$ cat src/rtl/dram_wr_pkg.sv
package dram_wr_pkg;

  typedef enum logic [2:0] {
    ST_IDLE = 3'd0,
    ST_Q1   = 3'd1,
    ST_Q2   = 3'd2,
    ST_Q3   = 3'd3,
    ST_Q4   = 3'd4,
    ST_Q5   = 3'd5
  } bus_st_t;

  // size code: 0 byte, 1 half-word, 2/3 word
  function automatic logic is_byte(input logic [1:0] sz);
    return sz == 2'd0;
  endfunction

  function automatic logic is_word(input logic [1:0] sz);
    return sz[1];
  endfunction

  // bit 1 = lane D31..D24, bit 0 = lane D23..D16
  function automatic logic [1:0] lane_sel(input logic [1:0] sz, input logic a0);
    if (is_byte(sz)) return a0 ? 2'b01 : 2'b10;
    return 2'b11;
  endfunction

  function automatic logic [15:0] bus_data(input logic [1:0] sz, input logic [31:0] wd,
                                           input logic second);
    if (is_byte(sz)) return {wd[7:0], wd[7:0]};
    if (is_word(sz) && !second) return wd[31:16];
    return wd[15:0];
  endfunction

endpackage

$ cat src/rtl/dram_wr_ctl.sv
module dram_wr_ctl
  import dram_wr_pkg::*;
#(
  parameter int ADDR_W = 21
) (
  input  logic              clk,
  input  logic              rst_n,
  input  logic              req,
  input  logic [ADDR_W-1:0] addr,
  input  logic [31:0]       wdata,
  input  logic [1:0]        size,
  input  logic              strb_mode,
  output bus_st_t           st,
  output logic              second,
  output logic [ADDR_W-1:0] l_addr,
  output logic [31:0]       l_wdata,
  output logic [1:0]        l_size,
  output logic              l_mode,
  output logic              done
);

  logic accept;
  logic last_q5;

  assign accept  = (st == ST_IDLE) && req;
  assign last_q5 = (st == ST_Q5) && !(is_word(l_size) && !second);

  always_ff @(posedge clk or negedge rst_n) begin
    if (!rst_n) begin
      st      <= ST_IDLE;
      second  <= 1'b0;
      l_addr  <= '0;
      l_wdata <= '0;
      l_size  <= '0;
      l_mode  <= 1'b0;
      done    <= 1'b0;
    end else begin
      done <= last_q5;
      unique case (st)
        ST_IDLE: if (accept) begin
          st      <= ST_Q1;
          second  <= 1'b0;
          l_addr  <= addr;
          l_wdata <= wdata;
          l_size  <= size;
          l_mode  <= strb_mode;
        end
        ST_Q1: st <= ST_Q2;
        ST_Q2: st <= ST_Q3;
        ST_Q3: st <= ST_Q4;
        ST_Q4: st <= ST_Q5;
        ST_Q5: begin
          if (last_q5) begin
            st     <= ST_IDLE;
            second <= 1'b0;
          end else begin
            st     <= ST_Q1;
            second <= 1'b1;
          end
        end
        default: st <= ST_IDLE;
      endcase
    end
  end

  a_r1_q1_to_q2: assert property (@(posedge clk) disable iff (!rst_n) st == ST_Q1 |=> st == ST_Q2);
  a_r1_q2_to_q3: assert property (@(posedge clk) disable iff (!rst_n) st == ST_Q2 |=> st == ST_Q3);
  a_r1_q3_to_q4: assert property (@(posedge clk) disable iff (!rst_n) st == ST_Q3 |=> st == ST_Q4);
  a_r1_q4_to_q5: assert property (@(posedge clk) disable iff (!rst_n) st == ST_Q4 |=> st == ST_Q5);
  a_r1_hold_fields: assert property (@(posedge clk) disable iff (!rst_n)
    (st != ST_IDLE) |=> $stable(l_addr) && $stable(l_wdata));
  a_r9_done_one_clock: assert property (@(posedge clk) disable iff (!rst_n) done |=> !done);
  a_r9_done_idle: assert property (@(posedge clk) disable iff (!rst_n) done |-> st == ST_IDLE);
  a_r8_second_word_only: assert property (@(posedge clk) disable iff (!rst_n)
    second |-> is_word(l_size));

endmodule

$ cat src/rtl/dram_wr_pins.sv
module dram_wr_pins
  import dram_wr_pkg::*;
#(
  parameter int COL_W = 9,
  parameter int ROW_W = 11,
  localparam int ADDR_W = 1 + COL_W + ROW_W,
  localparam int MA_W = (ROW_W > COL_W) ? ROW_W : COL_W
) (
  input  logic              clk,
  input  logic              rst_n,
  input  bus_st_t           st,
  input  logic              second,
  input  logic [ADDR_W-1:0] l_addr,
  input  logic [31:0]       l_wdata,
  input  logic [1:0]        l_size,
  input  logic              l_mode,
  output logic [MA_W-1:0]   ma,
  output logic [15:0]       dq_o,
  output logic              dq_oe,
  output logic              cs_n,
  output logic              ras_n,
  output logic [1:0]        cas_n,
  output logic [1:0]        we_n
);

  logic              busy, ras_on, we_on, cas_on, col_phase;
  logic [ADDR_W-2:0] ha;
  logic [ROW_W-1:0]  row;
  logic [COL_W-1:0]  col;
  logic [1:0]        lanes;

  assign busy      = (st != ST_IDLE);
  assign ras_on    = (st == ST_Q2) || (st == ST_Q3) || (st == ST_Q4) || (st == ST_Q5);
  assign we_on     = (st == ST_Q3) || (st == ST_Q4) || (st == ST_Q5);
  assign cas_on    = (st == ST_Q4) || (st == ST_Q5);
  assign col_phase = we_on;

  assign ha  = is_word(l_size) ? {l_addr[ADDR_W-1:2], second} : l_addr[ADDR_W-1:1];
  assign col = ha[COL_W-1:0];
  assign row = ha[ADDR_W-2 -: ROW_W];
  assign lanes = lane_sel(l_size, l_addr[0]);

  always_comb begin
    ma = '0;
    if (busy) ma = col_phase ? MA_W'(col) : MA_W'(row);
  end

  assign dq_oe = busy;
  assign dq_o  = busy ? bus_data(l_size, l_wdata, second) : 16'h0000;
  assign cs_n  = ~busy;
  assign ras_n = ~ras_on;

  always_comb begin
    if (l_mode) begin
      cas_n = ~(lanes & {2{cas_on}});
      we_n  = {~we_on, 1'b1};
    end else begin
      cas_n = {~cas_on, 1'b1};
      we_n  = ~(lanes & {2{we_on}});
    end
  end

  a_r3_cas_under_ras: assert property (@(posedge clk) disable iff (!rst_n)
    (cas_n != 2'b11) |-> !ras_n && !cs_n);
  a_r4_drive_with_we: assert property (@(posedge clk) disable iff (!rst_n)
    (we_n != 2'b11) |-> dq_oe);
  a_r2_col_stable: assert property (@(posedge clk) disable iff (!rst_n)
    (st == ST_Q4) |-> $stable(ma));
  a_r7_byte_one_lane: assert property (@(posedge clk) disable iff (!rst_n)
    (cas_on && is_byte(l_size)) |-> $countones({~cas_n, ~we_n}) == 2);

endmodule

$ cat src/rtl/dram_wr_seq.sv
module dram_wr_seq
  import dram_wr_pkg::*;
#(
  parameter int COL_W = 9,
  parameter int ROW_W = 11,
  localparam int ADDR_W = 1 + COL_W + ROW_W,
  localparam int MA_W = (ROW_W > COL_W) ? ROW_W : COL_W
) (
  input  logic              clk,
  input  logic              rst_n,
  input  logic              req,
  input  logic [ADDR_W-1:0] addr,
  input  logic [31:0]       wdata,
  input  logic [1:0]        size,
  input  logic              strb_mode,
  output logic [MA_W-1:0]   ma,
  output logic [15:0]       dq_o,
  output logic              dq_oe,
  output logic              cs_n,
  output logic              ras_n,
  output logic [1:0]        cas_n,
  output logic [1:0]        we_n,
  output logic              rd_n,
  output logic              done
);

  bus_st_t           st;
  logic              second;
  logic [ADDR_W-1:0] l_addr;
  logic [31:0]       l_wdata;
  logic [1:0]        l_size;
  logic              l_mode;

  dram_wr_ctl #(.ADDR_W(ADDR_W)) u_ctl (
    .clk(clk), .rst_n(rst_n), .req(req), .addr(addr), .wdata(wdata),
    .size(size), .strb_mode(strb_mode), .st(st), .second(second),
    .l_addr(l_addr), .l_wdata(l_wdata), .l_size(l_size), .l_mode(l_mode),
    .done(done)
  );

  dram_wr_pins #(.COL_W(COL_W), .ROW_W(ROW_W)) u_pins (
    .clk(clk), .rst_n(rst_n), .st(st), .second(second), .l_addr(l_addr),
    .l_wdata(l_wdata), .l_size(l_size), .l_mode(l_mode), .ma(ma),
    .dq_o(dq_o), .dq_oe(dq_oe), .cs_n(cs_n), .ras_n(ras_n),
    .cas_n(cas_n), .we_n(we_n)
  );

  assign rd_n = 1'b1;

endmodule

$ cat config.mk
export PLATFORM = sky130hd
export DESIGN_NAME = dram_wr_seq
export DESIGN_NICKNAME = d
export VERILOG_FILES = /design/src/rtl/dram_wr_pkg.sv /design/src/rtl/dram_wr_ctl.sv /design/src/rtl/dram_wr_pins.sv /design/src/rtl/dram_wr_seq.sv
export SDC_FILE = /design/constraint.sdc
export NUM_CORES = 1
export LEC_CHECK = 0
export ABC_CLOCK_PERIOD_IN_PS = 3200
export BUFFER_PORTS_ARGS = -buffer_cell sky130_fd_sc_hd__clkbuf_2
export CORE_UTILIZATION = 45
export DETAILED_ROUTE_END_ITERATION = 8
export PLACE_DENSITY = 0.81
export SLEW_MARGIN = 10
export SYNTH_ARGS = -nofsm -noshare
export SYNTH_HDL_FRONTEND = slang
export SYNTH_HIERARCHICAL = 1
export SYNTH_SLANG_ARGS = --single-unit
export TNS_END_PERCENT = 10
$ cat constraint.sdc
create_clock -name clk -period 3.2 [get_ports clk]
set_clock_uncertainty 0.15 [all_clocks]
set_input_delay 0.96 -clock clk [delete_from_list [all_inputs] [get_ports clk]]
set_output_delay 0.96 -clock clk [all_outputs]
set_load 0.005 [all_outputs]
==> impl_results.md <==
* Leak at 0.00189 uW
* Class of the tightest hold or removal check: reg -> reg
* Worst min-delay path startpoint: u_ctl/l_wdata[24]
* Pin slew with the least headroom to its limit at 0.650 ns
* TritonCTS clock tree: yes
* Worst slew slack as a fraction of its limit at 56.7%
* Routed Antenna Nets at 0
* Worst IR Drop VDD at 515 uV
* Max incr delay on CP at 0.53 ns
* Count of inserted antenna diode cells at 0
* DR WL/cell at 15.2 um
* Placed cell area at 3720 um2
* Yosys warnings at 6
* Synthesized Nets at 323
* Core Rows at 30
* Yosys reg bits at 61
* Initial drt markers at 110
* Run status: finished clean
* Via/cell ratio at 5.15
* Vias in the first global route at 2308
* Critical path buffer and inverter count at 4
* Primary FF master, synth: sky130_fd_sc_hd__dfrtp_1
* Top post-synthesis cells by count: 61 x sky130_fd_sc_hd__dfrtp_1, 48 x sky130_fd_sc_hd__mux2_1, 20 x sky130_fd_sc_hd__mux2_2, 20 x sky130_fd_sc_hd__nand2_1
* First-pass iteration count of the detailed router at 4
* Effective utilization at floorplan at 47.1%
* Area grow syn2layout at 22.1%
* Count of pins on the block boundary at 95
* Largest fanout on the critical path at 15
* Master of the slowest instance on the critical path: sky130_fd_sc_hd__dfrtp_2
* Final number of max-transition violations at 0
* Longest Clk Path Bufs at 2
* Detailed-route via count at 2350
* Power density cells at 1090 nW/um2
* Die Y-Extent at 86.8 um
* Gpl congestion at 0.808
* Avg Cell Area, Syn at 12.3 um2
* Total of endpoints with negative setup slack in the final report at 0
* Total negative slack at 0 ns
* Count leader, synth: sky130_fd_sc_hd__dfrtp_1
* Arrival time at the worst endpoint at 1.95 ns
* Total DRC errors in the routed layout at 0
* Detailed Route WL at 6.93 mm
* Post-detail-place hpwl at 4.79 mm
* Top cell type's share of synthesized area at 47.2%
* GRT Resource Usage Total at 19.3%
* Gate count after technology mapping at 264
* Max-capacitance violation count at 0
* Data required time of the critical path at 2.09 ns
* Wire length of the first global-routing pass at 11.1 mm
* Core region area at 6870 um2
* Floorplan die area at 7540 um2
* Nature of the critical path startpoint: flip-flop
* Congestion Overflow GR at 0
* Family of cells with the greatest summed delay on the critical path: buffers and inverters
* Root buffer cell: sky130_fd_sc_hd__clkbuf_8
* Number of clock buffers inserted by TritonCTS at 9
* Netlist area before placement at 3240 um2
* Cell breakdown of the critical path: buf_6 > nor2b_1 > buf_4 > a222oi_1 > inv_1 > clkbuf_2
* Setup CP Type: reg -> out
* Share of flip-flops with an asynchronous set or reset after synthesis at 100%
* Port buffer count at 93
* Largest net degree at the start of global routing at 57
* Top area cells in the synthesized netlist: sky130_fd_sc_hd__dfrtp_1 47%, sky130_fd_sc_hd__mux2_1 17%, sky130_fd_sc_hd__mux2_2 7.0%, sky130_fd_sc_hd__a222oi_1 2.5%, sky130_fd_sc_hd__mux2i_1 2.5%
* Post-CTS clock slew at the launch and capture registers of the worst setup and hold paths at 0.07 ns
* Critical register-to-register path startpoint: u_ctl/st[1]
* Clock network latency to the later pin of the worst-skew pair at 0.32 ns
* Fraction of the yosys area taken by sequential cells at 47.2%
* Final design area excluding fillers at 3950 um2
* Count of distinct cell types in the synthesized netlist at 37
* Worst Setup SP: u_ctl/st[1]
* Fmax at 327 MHz
* CTS Hold Buffers Added at 0
* Antenna violations before repair at 0
* Kind of end point of the critical path: output port
* Hold Fails Final Rpt at 0
* Final period demand of the worst path at 3.06 ns
* Setup repair after global routing missed its margin: false
* Part of the cycle the worst path needs at 95.6%
* Clock Sinks at 61
* H-Tree Level Count at 3
* Layout net count at 414
* Cell type contributing the most total cell area after synthesis: sky130_fd_sc_hd__dfrtp_1
* Overall die width at 86.8 um
* Number of enable-type register cells in the synthesized netlist at 0
* Ratio of cells with drive above 1 in the final layout at 41.4%
## routing by layer
metal / global-route usage (%) / routed length [um]
met1: 25.9 / 3230
met2: 29.8 / 3340
met3: 4.86 / 264
met4: 7.58 / 93
met5: 0 / 0
## flip-flops by register name, summed over array words and instances (netlist names)
| register | flops |
|---|---|
| u_ctl/l_mode | 1 |
| u_ctl/second | 1 |
| u_ctl/done | 1 |
| u_ctl/l_size | 2 |
| u_ctl/l_wdata | 32 |
| u_ctl/st | 3 |
| u_ctl/l_addr | 21 |
## what timing repair did
action	in CTS	in global routing
setup endpoints to repair	3	3
gates resized for setup	1	3
setup buffers	0	0
pin swaps	0	1
## final timing paths
| kind | end | slack (ns) | cells after the start |
|---|---|---|---|
| max in group asynchronous | u_ctl/l_wdata[9] | 1.78 | 2 |
| min in group asynchronous | u_ctl/l_addr[11] | 0.50 | 1 |
| min reg2reg | u_ctl/l_wdata[24] | 0.34 | 1 |
| min | u_ctl/l_wdata[24] | 0.34 | 1 |
| max reg2reg | u_ctl/l_mode | 1.12 | 4 |
| max | ma[5] | 0.14 | 6 |
## worst reg2reg max path, stage by stage (launching register included)
cell	delay, ns
sky130_fd_sc_hd__dfrtp_2	0.53
sky130_fd_sc_hd__buf_4	0.24
sky130_fd_sc_hd__nor4b_4	0.31
sky130_fd_sc_hd__buf_12	0.34
sky130_fd_sc_hd__mux2_2	0.40
## layout make-up
cell class | instances | area, um2
fill | 589 | 2920
tap | 96 | 120
inverter | 11 | 41.3
multi-input combinational | 170 | 1480
clock inverter | 6 | 86.3
sequential | 61 | 1530
clock buffer | 10 | 138
timing repair buffer | 102 | 562
## power breakdown
group / internal (uW) / leakage (uW) / switching [uW]
combinational: 1100 / 0.00106 / 934
sequential: 1160 / 0.000721 / 339
clock: 458 / 0.000112 / 304
total: 2720 / 0.00189 / 1580
## logic make-up after synthesis
| kind of cell | count (synthesis) | synth area share (%) |
|---|---|---|
| multiplexers | 81 | 28.5 |
| flip-flops | 61 | 47.2 |
| AND/OR/NAND/NOR | 50 | 8.31 |
| AO/OA/AOI/OAI | 36 | 8.16 |
| buffers and inverters | 33 | 7.27 |
| XOR/XNOR | 2 | 0.541 |
| other | 1 | 0.116 |
## per-stage QoR
step                      setup slack [ns]  util [%]  hold slack [ns]  power [uW]  instances
after floorplan                      0.845         -            0.300        2930        264
after global placement               0.379      54.2            0.311        3450        440
after detailed placement             0.298      54.2            0.325        3550        440
after CTS                           0.0865      57.4            0.340        4330        456
after global routing                0.0355      57.5            0.350        4630        456
final                                0.142      57.5            0.337        4300        456
## layout by cell type (no fill, tap or decap), types with 2 or more instances in the layout
master	n
sky130_fd_sc_hd__nor2_1	11
sky130_fd_sc_hd__clkbuf_8	10
sky130_fd_sc_hd__a21oi_1	9
sky130_fd_sc_hd__a222oi_1	8
sky130_fd_sc_hd__a211oi_1	8
sky130_fd_sc_hd__mux2_1	48
sky130_fd_sc_hd__nor2b_1	7
sky130_fd_sc_hd__bufinv_16	2
sky130_fd_sc_hd__dfrtp_2	2
sky130_fd_sc_hd__nand2b_1	4
sky130_fd_sc_hd__o21ai_0	3
sky130_fd_sc_hd__mux2_4	5
sky130_fd_sc_hd__mux2i_1	8
sky130_fd_sc_hd__buf_12	2
sky130_fd_sc_hd__inv_1	11
sky130_fd_sc_hd__dfrtp_1	59
sky130_fd_sc_hd__buf_4	6
sky130_fd_sc_hd__clkbuf_2	93
sky130_fd_sc_hd__xnor2_1	2
sky130_fd_sc_hd__mux2_2	20
sky130_fd_sc_hd__clkinv_2	2
sky130_fd_sc_hd__nand2_1	20
sky130_fd_sc_hd__o22ai_1	2
(Power assumes the default switching activity.)
